$ cat src/rtl/rxsnap_pkg.sv
package rxsnap_pkg;
  localparam int STAT_W = 3;
  typedef enum int {
    ST_FROM_A = 0,
    ST_FROM_B = 1,
    ST_EXTRA  = 2
  } stat_bit_e;
  typedef logic [STAT_W-1:0] stat_t;
endpackage

$ cat src/rtl/rxsnap_sync.sv
module rxsnap_sync #(
  parameter int   STAGES  = 2,
  parameter logic RST_VAL = 1'b1
) (
  input  logic clk,
  input  logic rst,
  input  logic d_i,
  output logic q_o,
  output logic rise_o
);
  localparam int DEPTH = STAGES + 1;
  logic [DEPTH-1:0] pipe;

  always_ff @(posedge clk) begin
    if (rst) pipe <= {DEPTH{RST_VAL}};
    else     pipe <= {pipe[DEPTH-2:0], d_i};
  end

  // pipe[STAGES-1] is the synchronized level; pipe[STAGES] is its previous value
  assign q_o    = pipe[STAGES-1];
  assign rise_o = pipe[STAGES-1] & ~pipe[STAGES];
endmodule

$ cat src/rtl/rxsnap_arm.sv
module rxsnap_arm #(
  parameter int NBUF = 2
) (
  input  logic            clk,
  input  logic            rst,
  input  logic            rise_i,
  input  logic [NBUF-1:0] load_i,
  output logic            armed_o,
  output logic            cap_o,
  output logic            extra_o
);
  logic armed_q;
  logic any_load;

  assign any_load = |load_i;

  always_ff @(posedge clk) begin
    if (rst)           armed_q <= 1'b0;
    else if (any_load) armed_q <= 1'b1;
    else if (rise_i)   armed_q <= 1'b0;
  end

  assign armed_o = armed_q;
  assign cap_o   = rise_i & armed_q;
  assign extra_o = rise_i & ~armed_q;
endmodule

$ cat src/rtl/rxsnap_status.sv
module rxsnap_status
  import rxsnap_pkg::*;
(
  input  logic  clk,
  input  logic  rst,
  input  logic  cap_i,
  input  logic  extra_i,
  input  logic  take_b_i,
  input  logic  clr_i,
  output stat_t stat_o
);
  stat_t stat_q;
  stat_t base;

  always_comb begin
    base = clr_i ? '0 : stat_q;
  end

  always_ff @(posedge clk) begin
    if (rst) begin
      stat_q <= '0;
    end else if (cap_i) begin
      stat_q            <= '0;
      stat_q[ST_FROM_A] <= ~take_b_i;
      stat_q[ST_FROM_B] <= take_b_i;
    end else if (extra_i) begin
      stat_q            <= base;
      stat_q[ST_EXTRA]  <= 1'b1;
    end else begin
      stat_q <= base;
    end
  end

  assign stat_o = stat_q;
endmodule

$ cat src/rtl/rxsnap_hold.sv
module rxsnap_hold #(
  parameter int CNT_W = 16,
  parameter int NBUF  = 2
) (
  input  logic                      clk,
  input  logic                      rst,
  input  logic                      cap_i,
  input  logic [$clog2(NBUF)-1:0]   sel_i,
  input  logic [NBUF-1:0][CNT_W-1:0] cnt_i,
  output logic [CNT_W-1:0]          saved_o
);
  logic [CNT_W-1:0] pick;
  logic [CNT_W-1:0] saved_q;

  always_comb begin
    pick = '0;
    for (int i = 0; i < NBUF; i++) begin
      if (sel_i == i[$clog2(NBUF)-1:0]) pick = cnt_i[i];
    end
  end

  always_ff @(posedge clk) begin
    if (rst)        saved_q <= '0;
    else if (cap_i) saved_q <= pick;
  end

  assign saved_o = saved_q;
endmodule

$ cat src/rtl/rxsnap_top.sv
module rxsnap_top
  import rxsnap_pkg::*;
#(
  parameter int CNT_W     = 16,
  parameter int SYNC_STGS = 2
) (
  input  logic             clk,
  input  logic             rst,
  input  logic             sel_n_i,
  input  logic             load_a_i,
  input  logic             load_b_i,
  input  logic             active_b_i,
  input  logic [CNT_W-1:0] cnt_a_i,
  input  logic [CNT_W-1:0] cnt_b_i,
  input  logic             stat_clr_i,
  output logic [CNT_W-1:0] saved_cnt_o,
  output logic [2:0]       stat_o
);
  localparam int NBUF = 2;

  logic                      sel_sync;
  logic                      desel_rise;
  logic                      armed;
  logic                      cap;
  logic                      extra;
  logic [NBUF-1:0]           loads;
  logic [NBUF-1:0][CNT_W-1:0] cnts;
  stat_t                     stat;

  assign loads   = {load_b_i, load_a_i};
  assign cnts[0] = cnt_a_i;
  assign cnts[1] = cnt_b_i;

  rxsnap_sync #(.STAGES(SYNC_STGS), .RST_VAL(1'b1)) u_sync (
    .clk(clk), .rst(rst), .d_i(sel_n_i), .q_o(sel_sync), .rise_o(desel_rise)
  );

  rxsnap_arm #(.NBUF(NBUF)) u_arm (
    .clk(clk), .rst(rst), .rise_i(desel_rise), .load_i(loads),
    .armed_o(armed), .cap_o(cap), .extra_o(extra)
  );

  rxsnap_status u_stat (
    .clk(clk), .rst(rst), .cap_i(cap), .extra_i(extra),
    .take_b_i(active_b_i), .clr_i(stat_clr_i), .stat_o(stat)
  );

  rxsnap_hold #(.CNT_W(CNT_W), .NBUF(NBUF)) u_hold (
    .clk(clk), .rst(rst), .cap_i(cap), .sel_i(active_b_i),
    .cnt_i(cnts), .saved_o(saved_cnt_o)
  );

  assign stat_o = stat;
endmodule

$ cat config.mk
export PLATFORM = sky130hd
export DESIGN_NAME = rxsnap_top
export DESIGN_NICKNAME = d
export VERILOG_FILES = /design/src/rtl/rxsnap_pkg.sv /design/src/rtl/rxsnap_sync.sv /design/src/rtl/rxsnap_arm.sv /design/src/rtl/rxsnap_status.sv /design/src/rtl/rxsnap_hold.sv /design/src/rtl/rxsnap_top.sv
export SDC_FILE = /design/constraint.sdc
export NUM_CORES = 1
export LEC_CHECK = 0
export ABC_AREA = 1
export BUFFER_PORTS_ARGS = -buffer_cell sky130_fd_sc_hd__buf_4
export CAP_MARGIN = 5
export CORE_MARGIN = 2
export CORE_UTILIZATION = 45
export CTS_BUF_LIST = sky130_fd_sc_hd__clkbuf_8
export CTS_CLUSTER_DIAMETER = 80
export DETAILED_ROUTE_END_ITERATION = 16
export HOLD_SLACK_MARGIN = 0.06
export PLACE_DENSITY = 0.86
export REMOVE_ABC_BUFFERS = 1
export SETUP_SLACK_MARGIN = 0.02
export SKIP_CTS_REPAIR_TIMING = 1
export SLEW_MARGIN = 20
export SYNTH_ARGS = -nofsm -noshare
export SYNTH_HDL_FRONTEND = slang
export SYNTH_SLANG_ARGS = --single-unit
$ cat constraint.sdc
create_clock -name clk -period 1.26 [get_ports clk]
set_input_delay 0.063 -clock clk [delete_from_list [all_inputs] [get_ports clk]]
set_output_delay 0.063 -clock clk [all_outputs]
set_load 0.1 [all_outputs]
* Yosys cells after proc, flatten, opt, wreduce, memory -nomap -nowiden
Index checks and enable logic that the tools add are counted.
Cells by class: mux-type cells 6, bitwise logic cells 6, reduce and logical (&&, ||, !) cells 4
Operators by type and width (count):
- 16-bit 2-to-1 mux | 1
- 3-bit 2-to-1 mux | 2
- 2-bit nonzero test | 2
- 2-bit OR reduction | 2
- 1-bit AND | 3
- 1-bit NOT | 3
- 1-bit 2-to-1 mux | 2
- 2-bit 2-to-1 mux | 1
Storage, ports and cells: register bits 23, bits of input ports 39, output and inout bits 19

* Depth between registers and ports, before layout
Gate-level depths: netlist of the first run.
depth after elaboration 5, gate-level depth with buffers 6

* By module
A second synthesis of the first run with hierarchy kept.
Second synthesis, totals: cell total of the unflattened synthesis 173, area total of the unflattened synthesis 1146.1 um^2
By module, submodules not included:
- rxsnap_hold | instances 1, cells each 137, area each 882.1 um^2, sequential area each 320.3 um^2
- rxsnap_status | instances 1, cells each 17, area each 120.1 um^2, sequential area each 60.1 um^2
- rxsnap_sync | instances 1, cells each 11, area each 92.6 um^2, sequential area each 60.1 um^2
- rxsnap_arm | instances 1, cells each 8, area each 51.3 um^2, sequential area each 20.0 um^2

* Least setup slack after synthesis of the first run
OpenSTA, ideal clock, no wires.
path kind register to register, from register u_stat.stat_q[1], in the netlist u_stat.stat_o[1], to register u_stat.stat_q[1], in the netlist u_stat.stat_o[1], setup time 70 ps, arrival time 1261 ps, required time 1190 ps, path slack -71 ps, stages on the path, launching flop included 5, buffers on the path 0, path through dfxtp_1 -> inv_1 -> nor2_1 -> nand2_1 -> a21oi_1
On the way: longest elaborated chain between the ends 3
RTL lines:
- start: declaration | line rxsnap_status.sv:12 | stat_t stat_q;
- start signal: indexed assignment | line rxsnap_status.sv:24 | stat_q[ST_FROM_A] <= ~take_b_i;
- start signal: indexed assignment | line rxsnap_status.sv:25 | stat_q[ST_FROM_B] <= take_b_i;
- start signal: assignment | line rxsnap_status.sv:27 | stat_q <= base;
- 3-bit 2-to-1 mux | line rxsnap_status.sv:16 | base = clr_i ? '0 : stat_q;
- 3-bit 2-to-1 mux | line rxsnap_status.sv:26 | end else if (extra_i) begin
- 2-bit 2-to-1 mux | line rxsnap_status.sv:22 | end else if (cap_i) begin
No other way between the ends. The select of a mux whose other input is x is not followed. A chain may end at the register's enable or synchronous reset.

* Worst setup path in the final report of the first run
from register u_sync.pipe[1], to register u_hold.saved_q[14], in the netlist u_hold.saved_o[14]
On the way: longest elaborated chain between the ends 2
RTL lines:
- start: declaration | line rxsnap_sync.sv:12 | logic [DEPTH-1:0] pipe;
- start signal: assignment | line rxsnap_sync.sv:15 | if (rst) pipe <= {DEPTH{RST_VAL}};
- start signal: assignment | line rxsnap_sync.sv:16 | else pipe <= {pipe[DEPTH-2:0], d_i};
- 1-bit AND | line rxsnap_sync.sv:21 | assign rise_o = pipe[STAGES-1] & ~pipe[STAGES];
- 1-bit AND | line rxsnap_arm.sv:24 | assign cap_o = rise_i & armed_q;
- end signal: assignment | line rxsnap_hold.sv:24 | else if (cap_i) saved_q <= pick;
- end: declaration | line rxsnap_hold.sv:13 | logic [CNT_W-1:0] saved_q;
No other way between the ends.

==> results of run 1 <==
==> worst max-delay path, stage by stage (launching register included) <==
cell     delay [ns]
dfxtp_1        0.45
nand3_2        0.34
nor2_1         0.21
nor2_1         0.05
==> routing by layer <==
metal / part of all wire (%) / wire length (um) / track usage [%]
met5: 0 / 0 / 0
met4: 1.5 / 35 / 7.50
met3: 8.3 / 188 / 4.37
met2: 47 / 1060 / 27.7
met1: 43 / 982 / 18.1
==> layout make-up <==
cell class / instances / area, sq um
timing repair buffer: 59 / 448
clock buffer: 3 / 41.3
inverter: 37 / 139
clock inverter: 1 / 3.75
multi-input combinational: 116 / 489
tap: 30 / 37.5
sequential: 23 / 460
fill: 255 / 836
==> kinds of logic (layout without fill, tap and decap cells) <==
group	Yosys count	after routing	share of synthesized area [%]
buf+inv	44	100	18.1
flops	23	23	40.1
compound gates	19	19	8.29
simple gates	96	97	33.5
==> placed cells by master, fill, tap and decap left out <==
master,synthesis,final
buf_4,1,57
nand2_1,56,56
inv_1,35,36
nor2_1,35,35
dfxtp_1,23,23
o21ai_0,13,13
a21oi_1,3,3
or2_2,3,3
o21ai_1,3,3
clkbuf_8,0,3
inv_2,2,2
dlygate4sd3_1,0,2
nand3_4,1,1
nand4_1,1,1
nand3_2,0,1
==> metrics by stage <==
step | utilization [%] | hold slack, ns | total power [mW] | setup TNS, ns
global route | 66.0 | 0.0936 | 1.56 | 0
CTS | 64.7 | -0.0194 | 1.50 | 0
finish | 66.0 | 0.0710 | 1.49 | 0
detailed placement | 62.9 | 0.254 | 1.06 | 0
global placement | 62.9 | 0.254 | 1.05 | 0
floorplan | - | 0.132 | 0.926 | -0.688
==> registers in the layout, indices dropped and copies added (netlist names) <==
register	cells
u_hold.saved_o	16
u_stat.stat_o	3
u_sync.pipe	3
u_arm.armed_o	1
==> power by group <==
| part | switching, mW | internal, mW | leakage (nW) | total (mW) |
|---|---|---|---|---|
| Sequential | 0.0118 | 0.743 | 0.187 | 0.755 |
| Combinational | 0.164 | 0.126 | 0.698 | 0.290 |
| Clock | 0.229 | 0.217 | 0.0269 | 0.447 |
| Total | 0.405 | 1.09 | 0.912 | 1.49 |
==> worst max path at each step <==
stage / startpoint / endpoint / slack, ns / cells after the start
2_1_floorplan: u_stat.stat_o[1] / u_stat.stat_o[1] / -0.09 / 4
3_3_place_gp: u_sync.pipe[1] / u_hold.saved_o[8] / 0.20 / 3
3_5_place_dp: u_sync.pipe[1] / u_hold.saved_o[1] / 0.14 / 4
4_1_cts: u_sync.pipe[1] / u_hold.saved_o[1] / 0.13 / 4
5_1_grt: u_arm.armed_o / u_hold.saved_o[15] / 0.03 / 4
6_report: u_sync.pipe[1] / u_hold.saved_o[14] / 0.12 / 3
==> run_results.csv, run 1 <==
group,metric,value,unit
worst_setup_path,start_kind,"flop",
synthesis,synth-edff-count,0,
placement,place_inst,262,
placement,dp_slack,0.138,ns
floorplan,rows,18,
synthesis,synth_cell_types,14,
floorplan,fp.dieW,54.5,um
timing,setup_viol,0,
cts,path_clk_slew,0.08,ns
placement,place.port_buffers,57,
floorplan,start_util,46.7,%
min_path,hold_path_depth,4,
worst_setup_path,critPathRequiredTime,1.42,ns
grt,grt_max_degree,36,
power_and_ir_drop,p_leak,0.912,nW
cts,cts_tree,"built",
min_path,hold_path_class,"input port to flop",
cts,clockBufferDepth,2,
cts,worstSkewPairLatency,0.26,ns
grt,overflow,0,
timing,fin_ws,0.116,ns
power_and_ir_drop,peakVddDrop,605,uV
final_layout,drive_gt1_share,28.0,%
final_layout,fin_nets,279,
drt,vias,1139,
worst_setup_path,r2r-end,"u_hold.saved_o[14]",
synthesis,synth_async_sr_flop_share,0,%
power_and_ir_drop,powerDensity,922,nW/um^2
final_layout,synthToLayoutAreaGrowth,41.1,%
drt,wl_per_cell,8.41,um
timing,worstMarginPinSlew,0.356,ns
drt,drt-total-wl,2.26,mm
cts,cts-buffers-inserted,3,
cts,cts_htree_levels,1,
final_layout,design_area,1620,sq um
timing,fin_crit,1.14,ns
cts,clkSinkCount,23,
placement,gp_routability_congestion,0.688,
final_layout,antenna_cells,0,
timing,fin_crit_sh,90.8,%
drt,drc,0,
drt,drt_iter0_drc,4,
timing,slew_headroom,76.3,%
outcome,status,"finished clean",
floorplan,die-area,2970,sq um
run,cap_violations,0,
timing,worst_clock_skew,0.00119,ns
worst_setup_path,ff2ff_path_depth,3,
synthesis,synth_common_cells,"56 x nand2_1, 35 x inv_1, 35 x nor2_1",
synthesis,synthesis.instances,182,
min_path,min_to,"u_stat.stat_o[2]",
grt,antenna_found_initial,0,
worst_setup_path,crit_path_end_kind,"flop",
synthesis,synth_most_common_cell,"nand2_1",
synthesis,postSynthAreaPerCell,6.30,sq um
grt,grt_pass1_vias,851,
worst_setup_path,reg2reg_slack,0.12,ns
synthesis,yosysSeqAreaShare,40.1,%
timing,clock.fmax,0.874,GHz
final_layout,fin_cells,269,
synthesis,synth_ff_type,"dfxtp_1",
floorplan,pin_count,58,
synthesis,synth_area,1150,sq um
floorplan,core-area,2450,sq um
worst_setup_path,r2r-start,"u_sync.pipe[1]",
min_path,hold_path_startpoint,"stat_clr_i",
drt,ant_nets,0,
timing,rsz0062_at_grt,"no",
grt,grt_pass1_wl,3.44,mm
synthesis,ys_ff_latch,23,
synthesis,synth_area_leader_cell,"dfxtp_1",
drt,firstDrtPassIters,4,
worst_setup_path,crit_type,"flop to flop",
worst_setup_path,arrival,1.31,ns
synthesis,synth_top_area_share,40.1,%
drt,via_per_inst,4.23,
synthesis,yosys_warnings,0,
cts,root_buffer,"clkbuf_8",
worst_setup_path,critical_path.max_fanout,17,
grt,grt_usage,16.0,%
timing,drv_slew,0,
placement,placed_area,1540,sq um
placement,hpwl,1.63,mm
floorplan,die-height,54.5,um
synthesis,synth_area_leaders,"dfxtp_1 40%, nand2_1 18%, inv_1 11%",
timing,finalHoldViolCount,0,
Power figures use the tool's default switching activity.
==> inputs of run 2 (changes only) <==
==> constraint.sdc (replaced) <==
create_clock -name clk -period 1.48 [get_ports clk]
set_input_delay 0.074 -clock clk [delete_from_list [all_inputs] [get_ports clk]]
set_output_delay 0.074 -clock clk [all_outputs]
set_load 0.1 [all_outputs]
==> run_results.csv, run 2 (same netlist as run 1, synthesis figures left out) <==
group,metric,value,unit
outcome,status,"finished clean",
cts,clockBufferDepth,2,
floorplan,start_util,46.7,%
final_layout,fillers,252,
cts,clkSinkCount,23,
timing,rsz0062_at_grt,"no",
timing,finalHoldViolCount,0,
grt,grt_max_degree,36,
final_layout,fin_nets,279,
min_path,hold_path_class,"input port to flop",
floorplan,pin_count,58,
timing,setup_viol,0,
placement,place_inst,262,
timing,slew_headroom,76.0,%
timing,drv_slew,0,
power_and_ir_drop,p_leak,0.913,nW
cts,cts_tree,"built",
grt,overflow,0,
final_layout,final_cell_mix,"57 x buf_4, 56 x nand2_1, 35 x inv_1, 35 x nor2_1, 23 x dfxtp_1",
grt,grt_pass1_vias,858,
timing,clock.fmax,0.694,GHz
final_layout,drive_gt1_share,28.0,%
drt,vias,1111,
worst_setup_path,start_kind,"input port",
drt,firstDrtPassIters,4,
worst_setup_path,crit_type,"input port to flop",
cts,cts-buffers-inserted,3,
grt,antenna_found_initial,0,
floorplan,die-height,54.5,um
drt,via_per_inst,4.13,
cts,worstSkewPairLatency,0.26,ns
drt,drc,0,
worst_setup_path,critical_path.max_fanout,6,
grt,grt_usage,15.9,%
cts,cts_htree_levels,1,
drt,wl_per_cell,8.05,um
worst_setup_path,crit_path_end_kind,"flop",
worst_setup_path,arrival,1.60,ns
final_layout,multi_input_area,479,sq um
final_layout,largest_reg_flops,16,
min_path,hold_path_depth,4,
timing,tns,0,ns
timing,fin_crit,1.44,ns
drt,drt_iter0_drc,6,
placement,hpwl,1.60,mm
final_layout,layout_commonest_cell,"buf_4",
power_and_ir_drop,powerDensity,789,nW/um^2
power_and_ir_drop,peakVddDrop,409,uV
cts,root_buffer,"clkbuf_8",
drt,ant_nets,0,
timing,worstMarginPinSlew,0.360,ns
cts,path_clk_slew,0.08,ns
timing,worst_clock_skew,0.00323,ns
floorplan,rows,18,
power_and_ir_drop,finalPower,1.28,mW
worst_setup_path,ff2ff_path_depth,4,
placement,gp_routability_congestion,0.688,
timing,fin_hold_ws,0.0791,ns
final_layout,antenna_cells,0,
drt,drt-total-wl,2.17,mm
placement,place.port_buffers,57,
floorplan,fp.dieW,54.5,um
floorplan,die-area,2970,sq um
timing,fin_crit_sh,97.3,%
worst_setup_path,critPathRequiredTime,1.64,ns
final_layout,synthToLayoutAreaGrowth,41.2,%
grt,grt_pass1_wl,3.44,mm
final_layout,final_core_util,66.0,%
run,cap_violations,0,
final_layout,register_area,460,sq um
final_layout,fin_cells,269,
floorplan,core-area,2450,sq um
[run 2: cell types whose count changed in the layout (fill, tap and decap cells not counted), sizes merged]
cell         before  now
clkinv            0    1
dlygate4sd3       2    3
inv              38   37
nand3             2    1
[run 2: path summary, 6_finish.rpt]
kind,slack [ns],to,startpoint
min,0.08,u_stat.stat_o[2],stat_clr_i
max,0.04,u_sync.pipe[0],rst
min reg2reg,0.43,u_sync.pipe[1],u_sync.pipe[0]
max reg2reg,0.36,u_hold.saved_o[9],u_sync.pipe[1]
[run 2: worst max-delay path, stage by stage]
cell           delay (ns)
dlygate4sd3_1        0.53
buf_4                0.16
or2_2                0.28
dlygate4sd3_1        0.55
[run 2: area by class of cell]
type	instances	area share, %
clock inverters	1	0.309
flip-flops and latches	23	28.4
clock buffers	3	2.55
well taps	30	2.32
multi-input cells	115	29.6
repair buffers	60	28.3
inverters	37	8.57
[run 2: routing by layer]
metal  track usage, %  part of all wire (%)  routed length [um]
met5                0                     0                   0
met4             7.50                   1.4                  31
met3             4.37                   7.9                 170
met2             27.5                    44                 953
met1             18.0                    47                1010
[run 2: report_power, final]
group	total (mW)	internal, mW	switching [mW]
combinational	0.249	0.109	0.140
clock	0.389	0.188	0.201
sequential	0.642	0.633	0.00869
total	1.28	0.929	0.350
[run 2: through the flow]
| step | worst slack (ns) | instance area [sq um] |
|---|---|---|
| finish | 0.0398 | 1620 |
| global route | 0.0191 | 1620 |
| CTS | 0.347 | 1590 |
| detailed placement | 0.372 | 1540 |
| global placement | 0.415 | 1540 |
| floorplan | 0.134 | 1080 |
==> inputs of run 3 (changes only) <==
--- a/config.mk
+++ b/config.mk
@@ -8,6 +8,7 @@
 export ABC_AREA = 1
 export BUFFER_PORTS_ARGS = -buffer_cell sky130_fd_sc_hd__buf_4
 export CAP_MARGIN = 5
+export CORE_ASPECT_RATIO = 0.6
 export CORE_MARGIN = 2
 export CORE_UTILIZATION = 45
 export CTS_BUF_LIST = sky130_fd_sc_hd__clkbuf_8
==> run_results.csv, run 3 (same netlist as run 1, synthesis figures left out) <==
group,metric,value,unit
worst_setup_path,critPathRequiredTime,1.68,ns
cts,cts-buffers-inserted,3,
timing,slew_headroom,75.8,%
worst_setup_path,start_kind,"flop",
drt,drc,0,
placement,place.port_buffers,57,
timing,fin_hold_ws,0.0713,ns
cts,root_buffer,"clkbuf_8",
outcome,status,"finished clean",
drt,ant_nets,0,
cts,clkSinkCount,23,
cts,worstSkewPairLatency,0.26,ns
min_path,hold_path_class,"input port to flop",
final_layout,fin_cells,270,
grt,antenna_found_initial,0,
timing,rsz0062_at_grt,"no",
drt,wl_per_cell,8.32,um
placement,hpwl,1.69,mm
final_layout,final_cell_mix,"57 x buf_4, 56 x nand2_1, 35 x inv_1, 35 x nor2_1, 23 x dfxtp_1",
floorplan,die-height,43.1,um
drt,drt-total-wl,2.25,mm
worst_setup_path,crit_type,"flop to flop",
run,cap_violations,0,
power_and_ir_drop,finalPower,1.27,mW
power_and_ir_drop,p_leak,0.910,nW
final_layout,drive_gt1_share,28.2,%
cts,path_clk_slew,0.08,ns
worst_setup_path,critical_path.max_fanout,35,
floorplan,core-area,2470,sq um
cts,clockBufferDepth,2,
cts,cts_htree_levels,1,
timing,worstMarginPinSlew,0.363,ns
grt,grt_max_degree,36,
timing,worst_clock_skew,0.00224,ns
floorplan,rows,14,
grt,grt_usage,15.5,%
final_layout,synthToLayoutAreaGrowth,40.6,%
grt,grt_pass1_wl,3.62,mm
timing,fin_crit_sh,76.0,%
floorplan,fp.dieW,69.2,um
timing,finalHoldViolCount,0,
placement,place_inst,264,
final_layout,layout_commonest_cell,"buf_4",
final_layout,fin_nets,278,
timing,drv_slew,0,
floorplan,die-area,2980,sq um
placement,gp_routability_congestion,0.690,
timing,tns,0,ns
drt,firstDrtPassIters,4,
worst_setup_path,arrival,1.33,ns
cts,cts_tree,"built",
drt,via_per_inst,4.11,
final_layout,design_area,1610,sq um
timing,fin_crit,1.12,ns
worst_setup_path,crit_path_end_kind,"flop",
drt,drt_iter0_drc,46,
final_layout,antenna_cells,0,
floorplan,pin_count,58,
drt,vias,1110,
grt,grt_pass1_vias,847,
floorplan,start_util,46.5,%
timing,setup_viol,0,
final_layout,largest_reg_flops,16,
timing,clock.fmax,0.889,GHz
placement,placed_area,1550,sq um
power_and_ir_drop,powerDensity,789,nW/um^2
power_and_ir_drop,peakVddDrop,488,uV
grt,overflow,0,
run 3: changes by cell type in the layout (fill, tap and decap cells not counted), sizes merged:
| cell | previous run | this run |
|---|---|---|
| dlygate4sd3 | 3 | 2 |
run 3: cell type report:
type	count	area (sq um)
multi-input combinational	115	479
clock buffer	3	41.3
timing repair buffer	59	448
fill	241	857
inverter	37	139
tap	32	40.0
clock inverter	1	5.00
sequential	23	460
run 3: layer usage:
metal / vias to the layer above / routed length (um) / global-route usage [%]
li1: 637 / - / -
met5: - / 0 / 0
met2: 39 / 881 / 22.7
met4: 0 / 28 / 5.88
met3: 5 / 245 / 7.84
met1: 429 / 1090 / 19.6
run 3: power by group:
group,switching (mW),internal (mW),leakage (nW)
Clock,0.195,0.188,0.0255
Combinational,0.141,0.107,0.698
Sequential,0.00876,0.633,0.187
Total,0.344,0.928,0.910
run 3: metrics by stage:
step	setup slack [ns]	util, %
2_1_floorplan	0.134	-
3_3_place_gp	0.425	62.6
6_report	0.356	65.3
4_1_cts	0.357	64.5
3_5_place_dp	0.386	62.6
5_1_grt	0.206	65.3
run 3: path summary, 6_finish.rpt:
path / from / to / slack [ns] / cells after the start
setup / recovery: u_sync.pipe[1] / u_hold.saved_o[6] / 0.36 / 4
setup reg to reg: u_sync.pipe[1] / u_hold.saved_o[6] / 0.36 / 4
hold / removal: stat_clr_i / u_stat.stat_o[1] / 0.07 / 4
hold reg to reg: u_sync.pipe[0] / u_sync.pipe[1] / 0.42 / 1
run 3: worst max-delay path: stages (launching register included):
cell and delay, ns:
dfxtp_1 0.41, nand3_4 0.32, nand2_1 0.17, nand2_1 0.06
nor2_1 0.09
